<file path="src/rtl/fpanel_pkg.sv">
package fpanel_pkg;

    // Accepted panel command after arbitration.
    typedef enum logic [2:0] {
        CMD_NONE,
        CMD_RESET,
        CMD_RUNHALT,
        CMD_STEP,
        CMD_EXAM,
        CMD_EXNX,
        CMD_DEP,
        CMD_DPNX
    } cmd_e;

    // One step of a command train.
    typedef enum logic [2:0] {
        OP_IDLE,
        OP_LDA,
        OP_INC,
        OP_LDD,
        OP_DEP,
        OP_STEP
    } op_e;

    // Pulse outputs of the train runner.
    typedef struct packed {
        logic lda;
        logic inc;
        logic ldd;
        logic dep;
        logic step;
    } pulse_t;

    // Panel events gathered from the switch inputs.
    typedef struct packed {
        logic rst_ev;
        logic runhalt;
        logic step;
        logic exam;
        logic exnx;
        logic dep;
        logic dpnx;
    } panel_ev_t;

    localparam int MAX_STEPS = 3;
    localparam int IDX_W     = $clog2(MAX_STEPS + 1);

    // Number of pulses in the train of a command.
    function automatic logic [IDX_W-1:0] seq_len(cmd_e c);
        logic [IDX_W-1:0] n;
        case (c)
            CMD_STEP: n = IDX_W'(1);
            CMD_EXAM: n = IDX_W'(2);
            CMD_EXNX: n = IDX_W'(2);
            CMD_DEP:  n = IDX_W'(1);
            CMD_DPNX: n = IDX_W'(3);
            default:  n = '0;
        endcase
        return n;
    endfunction

    // Step i of the train of a command.
    function automatic op_e seq_op(cmd_e c, logic [IDX_W-1:0] i);
        op_e o;
        o = OP_IDLE;
        case (c)
            CMD_STEP: o = OP_STEP;
            CMD_EXAM: o = (i == '0) ? OP_LDA : OP_LDD;
            CMD_EXNX: o = (i == '0) ? OP_INC : OP_LDD;
            CMD_DEP:  o = OP_DEP;
            CMD_DPNX: begin
                if (i == IDX_W'(0))      o = OP_DEP;
                else if (i == IDX_W'(1)) o = OP_INC;
                else                     o = OP_LDD;
            end
            default:  o = OP_IDLE;
        endcase
        return o;
    endfunction

    // One-hot pulse vector for a step.
    function automatic pulse_t op_decode(op_e o);
        pulse_t p;
        p = '0;
        case (o)
            OP_LDA:  p.lda  = 1'b1;
            OP_INC:  p.inc  = 1'b1;
            OP_LDD:  p.ldd  = 1'b1;
            OP_DEP:  p.dep  = 1'b1;
            OP_STEP: p.step = 1'b1;
            default: p = '0;
        endcase
        return p;
    endfunction

    // True for commands that run a pulse train.
    function automatic logic is_train(cmd_e c);
        return (c == CMD_STEP) || (c == CMD_EXAM) || (c == CMD_EXNX) ||
               (c == CMD_DEP)  || (c == CMD_DPNX);
    endfunction

endpackage

</file>
<file path="src/rtl/fpanel_arbiter.sv">
module fpanel_arbiter
    import fpanel_pkg::*;
(
    input  panel_ev_t ev,
    input  logic      running,
    input  logic      busy,
    input  logic      holding,
    output cmd_e      pick
);

    // Priority and interlocks: reset beats all, run/halt next,
    // memory and step commands only while halted and idle.
    always_comb begin
        pick = CMD_NONE;
        if (!holding) begin
            if (ev.rst_ev) begin
                pick = CMD_RESET;
            end else if (!busy) begin
                if (ev.runhalt) begin
                    pick = CMD_RUNHALT;
                end else if (!running) begin
                    if (ev.step)      pick = CMD_STEP;
                    else if (ev.exam) pick = CMD_EXAM;
                    else if (ev.exnx) pick = CMD_EXNX;
                    else if (ev.dep)  pick = CMD_DEP;
                    else if (ev.dpnx) pick = CMD_DPNX;
                end
            end
        end
    end

endmodule

</file>
<file path="src/rtl/fpanel_reset_hold.sv">
module fpanel_reset_hold #(
    parameter int RESET_CYCLES = 4
) (
    input  logic clk,
    input  logic rst,
    input  logic fire,
    output logic holding
);

    localparam int HOLD = (RESET_CYCLES < 4) ? 4 : RESET_CYCLES;
    localparam int CW   = $clog2(HOLD + 1);

    logic [CW-1:0] cnt_q;

    always_ff @(posedge clk) begin
        if (rst) begin
            cnt_q <= '0;
        end else if (fire) begin
            cnt_q <= CW'(HOLD);
        end else if (cnt_q != '0) begin
            cnt_q <= cnt_q - 1'b1;
        end
    end

    assign holding = (cnt_q != '0);

endmodule

</file>
<file path="src/rtl/fpanel_run_gate.sv">
module fpanel_run_gate (
    input  logic clk,
    input  logic rst,
    input  logic toggle,
    output logic running
);

    logic run_q;

    always_ff @(posedge clk) begin
        if (rst)         run_q <= 1'b0;
        else if (toggle) run_q <= ~run_q;
    end

    assign running = run_q;

endmodule

</file>
<file path="src/rtl/fpanel_step_engine.sv">
module fpanel_step_engine
    import fpanel_pkg::*;
#(
    parameter int GAP = 1
) (
    input  logic   clk,
    input  logic   rst,
    input  logic   start,
    input  cmd_e   start_cmd,
    input  logic   abort,
    output pulse_t pulses,
    output logic   busy
);

    localparam int GAP_I = (GAP < 1) ? 1 : GAP;
    localparam int WW    = $clog2(GAP_I + 1);

    logic              active_q;
    cmd_e              kind_q;
    logic [IDX_W-1:0]  idx_q;
    logic [WW-1:0]     wait_q;
    logic [IDX_W-1:0]  len;
    logic [IDX_W-1:0]  idx_nx;
    logic              at_slot;

    assign len     = seq_len(kind_q);
    assign idx_nx  = idx_q + IDX_W'(1);
    assign at_slot = active_q && (wait_q == '0) && (idx_q < len);

    always_ff @(posedge clk) begin
        if (rst || abort) begin
            active_q <= 1'b0;
            kind_q   <= CMD_NONE;
            idx_q    <= '0;
            wait_q   <= '0;
        end else if (!active_q) begin
            if (start) begin
                active_q <= 1'b1;
                kind_q   <= start_cmd;
                idx_q    <= '0;
                wait_q   <= '0;
            end
        end else if (idx_q == len) begin
            // Tail cycle after the last pulse.
            active_q <= 1'b0;
            kind_q   <= CMD_NONE;
            idx_q    <= '0;
        end else if (wait_q == '0) begin
            idx_q  <= idx_nx;
            wait_q <= (idx_nx == len) ? '0 : WW'(GAP_I);
        end else begin
            wait_q <= wait_q - 1'b1;
        end
    end

    assign pulses = at_slot ? op_decode(seq_op(kind_q, idx_q)) : '0;
    assign busy   = active_q;

endmodule

</file>
<file path="src/rtl/fpanel_seq.sv">
module fpanel_seq
    import fpanel_pkg::*;
#(
    parameter int GAP          = 1,
    parameter int RESET_CYCLES = 4
) (
    input  logic clk,
    input  logic rst,
    input  logic ev_reset,
    input  logic ev_runhalt,
    input  logic ev_step,
    input  logic ev_exam,
    input  logic ev_exam_next,
    input  logic ev_deposit,
    input  logic ev_deposit_next,
    output logic cmd_load_addr,
    output logic cmd_inc_addr,
    output logic cmd_load_data,
    output logic cmd_deposit,
    output logic cpu_reset,
    output logic cpu_clk_en,
    output logic cpu_step,
    output logic busy
);

    panel_ev_t ev;
    cmd_e      pick;
    logic      running;
    logic      holding;
    logic      seq_busy;
    pulse_t    pulses;

    assign ev = '{rst_ev:  ev_reset,
                  runhalt: ev_runhalt,
                  step:    ev_step,
                  exam:    ev_exam,
                  exnx:    ev_exam_next,
                  dep:     ev_deposit,
                  dpnx:    ev_deposit_next};

    fpanel_arbiter u_arb (
        .ev      (ev),
        .running (running),
        .busy    (seq_busy),
        .holding (holding),
        .pick    (pick)
    );

    fpanel_reset_hold #(.RESET_CYCLES(RESET_CYCLES)) u_hold (
        .clk     (clk),
        .rst     (rst),
        .fire    (pick == CMD_RESET),
        .holding (holding)
    );

    fpanel_run_gate u_run (
        .clk     (clk),
        .rst     (rst),
        .toggle  (pick == CMD_RUNHALT),
        .running (running)
    );

    fpanel_step_engine #(.GAP(GAP)) u_eng (
        .clk       (clk),
        .rst       (rst),
        .start     (is_train(pick)),
        .start_cmd (pick),
        .abort     (pick == CMD_RESET),
        .pulses    (pulses),
        .busy      (seq_busy)
    );

    assign cmd_load_addr = pulses.lda;
    assign cmd_inc_addr  = pulses.inc;
    assign cmd_load_data = pulses.ldd;
    assign cmd_deposit   = pulses.dep;
    assign cpu_step      = pulses.step;
    assign cpu_reset     = holding;
    assign cpu_clk_en    = running;
    assign busy          = seq_busy;

endmodule

</file>
<file path="config.mk">
export PLATFORM = sky130hd
export DESIGN_NAME = fpanel_seq
export DESIGN_NICKNAME = d
export VERILOG_FILES = /design/src/rtl/fpanel_pkg.sv /design/src/rtl/fpanel_arbiter.sv /design/src/rtl/fpanel_reset_hold.sv /design/src/rtl/fpanel_run_gate.sv /design/src/rtl/fpanel_step_engine.sv /design/src/rtl/fpanel_seq.sv
export SDC_FILE = /design/constraint.sdc
export NUM_CORES = 1
export LEC_CHECK = 0
export ABC_AREA = 1
export ABC_CLOCK_PERIOD_IN_PS = 4200
export BUFFER_PORTS_ARGS = -buffer_cell sky130_fd_sc_hd__buf_2
export CAP_MARGIN = 20
export CORE_MARGIN = 2
export CORE_UTILIZATION = 58
export CTS_CLUSTER_DIAMETER = 100
export DETAILED_ROUTE_END_ITERATION = 6
export HOLD_SLACK_MARGIN = 0.02
export PLACE_DENSITY = 0.83
export SYNTH_ARGS = -nofsm -noshare
export SYNTH_HDL_FRONTEND = slang
export SYNTH_SLANG_ARGS = --single-unit
</file>
<file path="constraint.sdc">
create_clock -name clk -period 4.2 [get_ports clk]
set_clock_uncertainty 0.2 [all_clocks]
set_input_delay 0.42 -clock clk [delete_from_list [all_inputs] [get_ports clk]]
set_output_delay 0.42 -clock clk [all_outputs]
set_load 0.02 [all_outputs]
</file>
# Word level (Yosys, flattened, before mapping)
# Index checks and enable logic that the tools add are counted.
op_classes:
  addsub: 3
  order_cmp: 1
  n_eq_ne: 23
  n_mux: 39
  n_bitwise: 2
  reduce_logical: 17
op_table:
  columns: ["operator", "n"]
  rows:
  - ["two-way mux 3 bit", 16]
  - ["equality test 3 bit, second input constant", 10]
  - ["equality test 3 x 2 -> 1 bit, second input constant", 5]
  - ["two-way mux 1 bit", 15]
  - ["one-hot mux 3 bit (5 select lines)", 1]
  - ["two-way mux 2 bit", 5]
  - ["equality test 3 x 1 -> 1 bit, second input constant", 2]
  - ["one-hot mux 2 bit (3 select lines)", 1]
  - ["AND reduction 2 bit", 3]
  - ["OR reduction 2 bit", 3]
  - ["logical OR 1 bit", 5]
  - ["two-way mux 5 bit", 1]
  - ["equality test 2 bit", 2]
  - ["!= test 2 bit, second input constant", 2]
  - ["nonzero test 2 bit", 2]
  - ["!= test 3 bit, second input constant", 1]
  - ["nonzero test 3 bit", 1]
  - ["subtractor 3 x 1 -> 3 bit, second input constant", 1]
  - ["adder 2 x 1 -> 2 bit, second input constant", 1]
  - ["equality test 2 x 1 -> 1 bit, second input constant", 1]
  - ["logical AND 1 bit", 2]
  - ["zero test 2 bit", 1]
  - ["less-than comparator 2 bit", 1]
  - ["NOT 1 bit", 2]
  - ["subtractor 1 bit, second input constant", 1]
totals:
  register_bits: 11
  input_bits: 9
  out_inout_bits: 8
  wordCells: 92

# Longest topological paths before layout
depth:
  depth_word: 17
  depth_mapped: 13
  depth_no_buf: 13

# Hierarchy
# Synthesis repeated with hierarchy kept, for this count alone.
unflattened:
  hier_cells: 148
  area_unflattened_um2: 890.9
by_module_without_submodules:
  columns: ["module", "instances", "cells_each", "area_each_um2"]
  rows:
  - ["fpanel_step_engine", 1, 83, 541.8]
  - ["fpanel_reset_hold", 1, 26, 175.2]
  - ["fpanel_arbiter", 1, 24, 101.3]
  - ["fpanel_run_gate", 1, 6, 38.8]
  - ["fpanel_seq", 1, 9, 33.8]

# Worst setup path after synthesis
# No wires, ideal clock.
synth_path:
  kind: "register -> output"
  from: "register u_eng.kind_q[0]"
  to: "output cmd_deposit"
  arrival_ns: 1.836
  t_required_ns: 3.580
  slack_ns: 1.744
  stages_incl_launch_ff: 10
  path_buffers: 0
  cell_sequence: "dfxtp_1 > nand2_1 > nor2_1 > nor2_1 > ha_1 > inv_1 > nor2_1 > nor4_2 > nand2_1 > nor3b_1"
synth_via:
  elab_chain_cells: 6
  elab_cells_between_ends: 14
  classes_between: "order compare (1); eq/ne (6); mux (4); reduce/logical (3)"
synth_rtl:
  columns: ["item", "line", "source"]
  rows:
  - ["start, declared", "fpanel_step_engine.sv:19", "cmd_e kind_q;"]
  - ["start signal, assigned", "fpanel_step_engine.sv:39", "kind_q <= start_cmd;"]
  - ["equality test 3 x 2 -> 1 bit or equality test 3 bit (tied branches)", "fpanel_pkg.sv:51, fpanel_pkg.sv:66", null]
  - ["OR reduction 2 bit (no line)", null, null]
  - ["one-hot mux 2 bit (3 select lines)", "fpanel_pkg.sv:51", "case (c)"]
  - ["less-than comparator 2 bit", "fpanel_step_engine.sv:28", "assign at_slot = active_q && (wait_q == '0) && (idx_q < len);"]
  - ["logical AND 1 bit", "fpanel_step_engine.sv:28", null]
  - ["two-way mux 5 bit *", "fpanel_step_engine.sv:56", "assign pulses = at_slot ? op_decode(seq_op(kind_q, idx_q)) : '0;"]
  - ["end, declared", "fpanel_seq.sv:19", "output logic cmd_deposit,"]
# Every way passes the cells marked *; elsewhere a longest branch is shown, timed or not.

# Worst setup path after layout
# Ends and elaborated chain as after synthesis.

==> metrics.yaml <==
required_ns: 3.58
ir_drop_mv: 0.337
cts_tree: "done"
drive_above_1_share: 0.210
fin_setup_tns_ns: 0
critPathLaunch: "u_eng.kind_q[0]$_SDFFE_PP0P_"
powerDensity_nw_per_um2: 531
worstReg2RegEnd: "u_eng.idx_q[1]$_SDFFE_PP0P_"
portBuffers: 16
postCtsSetupBuffers: 0
rows: 14
path_class: "flip-flop to output port"
synth.avg_cell_area_um2: 6.37
antenna_found_initial: 0
yosys.area.top_type_share: 0.242
final_core_util: 0.692
cts_resized: 0
holdPathEnd: "u_hold.cnt_q[2]$_SDFFE_PP0P_"
synth_cell_type_count: 27
ys_warn_count: 0
drt_iter0_drc: 11
synth_most_common_cell: "nand2_1"
wire_per_inst_um: 9.88
hp-class: "input port to flip-flop"
core_um2: 1490
cp_num_buf_inv: 2
die-width_um: 43.6
synth_enable_flop_cells: 0
arrival_ns: 2.18
drc: 0
max_freq_mhz: 357
synth_nets: 159
cp_cell_sequence: "nand2_1 -> nor2_1 -> nor2_1 -> ha_1 -> inv_1 -> nor2_1 -> nor4_2 -> nand2_1 -> nor3b_1 -> buf_2"
cts_buffers: 3
antenna_cells: 0
area_delta_synth_final_pct: 13.0
r2r_setup_slack_ns: 2.13
grt_util_all_layers: 0.207
synth_area_leaders: "dfxtp_1 (24%), nand2_1 (14%), inv_1 (11%)"
synth_seq_cells: 11
dp_hpwl_mm: 1.45
die_area_um2: 1900
max-cap-violations: 0
crit_path_start_kind: "flip-flop"
grt_max_degree: 10
hp-start: "rst"
routed_wl_mm: 1.76
fin_crit_sh: 0.667
n_fill_cell: 139
htree_levels: 1
worst_skew_pair.late_latency_ns: 0.27
critPathMaxFanout: 5
cts_hold_buf: 0
critical_path.most_common_cell: "nor2_1"
via_per_inst: 4.92
hold_viol: 0
yosysTopAreaCell: "dfxtp_1"
fin_crit_ns: 2.80
status: "finished clean"
r2r-start: "u_eng.kind_q[0]$_SDFFE_PP0P_"
critPathTopFamily: "simple AND/OR/NAND/NOR gates"
num_vias: 875
cts.path.max_buffers: 2
grt_remaining_overflow: 0
nets: 179
setup.worst_path.end_class: "output port"
netlist_area_um2: 911
boundaryPins: 17
gp_congestion: 0.899
holdPathStages: 2
reg2reg_depth: 10
rsz0062_at_grt: "no"
initial_utilization: 0.612
cts_num_sinks: 11
slowest_delay_ns: 0.40
critical_path.slowest_cell: "dfxtp_1"
cts-root-buf: "clkbuf_4"
grt_pass1_vias: 779
clk_pin_slew_ns: 0.07
drv_slew: 0
synth_ff_type: "dfxtp_1"
p_leak_nw: 0.551
dr.pass1.iters: 4
ant_nets: 0
setup_viol: 0
seq_area_frac_synth: 0.242
grt_first_pass_wirelength_mm: 2.99
slew_headroom: 0.738
synthTopCellsByCount: "nand2_1 (33), inv_1 (26), nor2_1 (23)"
synthCells: 143
fp.dieH_um: 43.6
worst_pin_slew_ns: 0.389
synth-async-reset-ratio: 0
report_power, final:
group	switching, mW	total, mW	internal, mW	leakage [nW]
Combinational	0.200	0.312	0.111	0.446
Sequential	0.0253	0.158	0.133	0.0898
Clock	0.0392	0.0760	0.0368	0.0150
Total	0.265	0.546	0.281	0.551
per-layer routing:
metal	GRT usage	up-vias	part of all wire
met2	0.356	12	0.50
met3	0.0625	2	0.030
met4	0.0909	0	0.0080
li1	-	480	-
met1	0.235	381	0.46
met5	0	-	0
worst max-delay path by stage:
stage	to	slack (ns)	depth (start not counted)
6_report	cmd_deposit	1.40	10
5_1_grt	cmd_inc_addr	1.14	10
4_1_cts	cmd_deposit	1.43	10
3_5_place_dp	cmd_deposit	1.74	10
3_3_place_gp	cmd_deposit	1.88	10
2_1_floorplan	cmd_deposit	1.74	9
logic make-up after synthesis:
logic type | after synthesis | synth area share
simple gates | 78 | 0.411
flops | 11 | 0.242
xor+xnor | 1 | 0.00962
buf+inv | 30 | 0.131
fa+ha+maj | 7 | 0.0961
compound gates | 16 | 0.111
stage by stage:
step	hold slack [ns]	cell area (um^2)	power, mW	instances	setup WS, ns
after floorplan	0.246	911	0.415	143	1.74
after global placement	0.256	1000	0.462	174	1.88
after detailed placement	0.275	1000	0.472	174	1.74
after CTS	0.185	1030	0.551	178	1.43
after global routing	0.203	1030	0.602	178	1.14
final	0.190	1030	0.546	178	1.40
layout make-up:
type,count,area (um^2),area share
clock buffers,4,26.3,0.0255
inverters,29,111,0.108
multi-input cells,102,572,0.555
flip-flops and latches,11,220,0.214
well taps,16,20.0,0.0194
repair buffers,16,80.1,0.0778
sequential cells by signal, indices dropped and copies added (netlist names):
name	count
u_eng.wait_q	1
u_hold.cnt_q	3
u_run.running	1
u_eng.busy	1
u_eng.kind_q	3
u_eng.idx_q	2
layout by cell type (no fill, tap or decap):
cell      count
o21ai_0       4
nand3_1       9
nand2_4       1
nand2_1      33
nor3_2        1
nand2_2       3
a22oi_1       1
a21boi_0      1
o211ai_1      1
nor3_1        2
nor4_2        1
o21a_1        1
xor2_1        1
inv_2         2
nor2_4        1
clkbuf_1      1
a21oi_2       3
inv_1        26
clkbuf_4      3
nand3b_1      1
dfxtp_1      11
inv_4         1
buf_2        16
nor2_8        1
nor2_1       23
ha_1          7
a21oi_1       5
nand3_2       1
nor3b_1       1
Power figures use the tool's default switching activity.
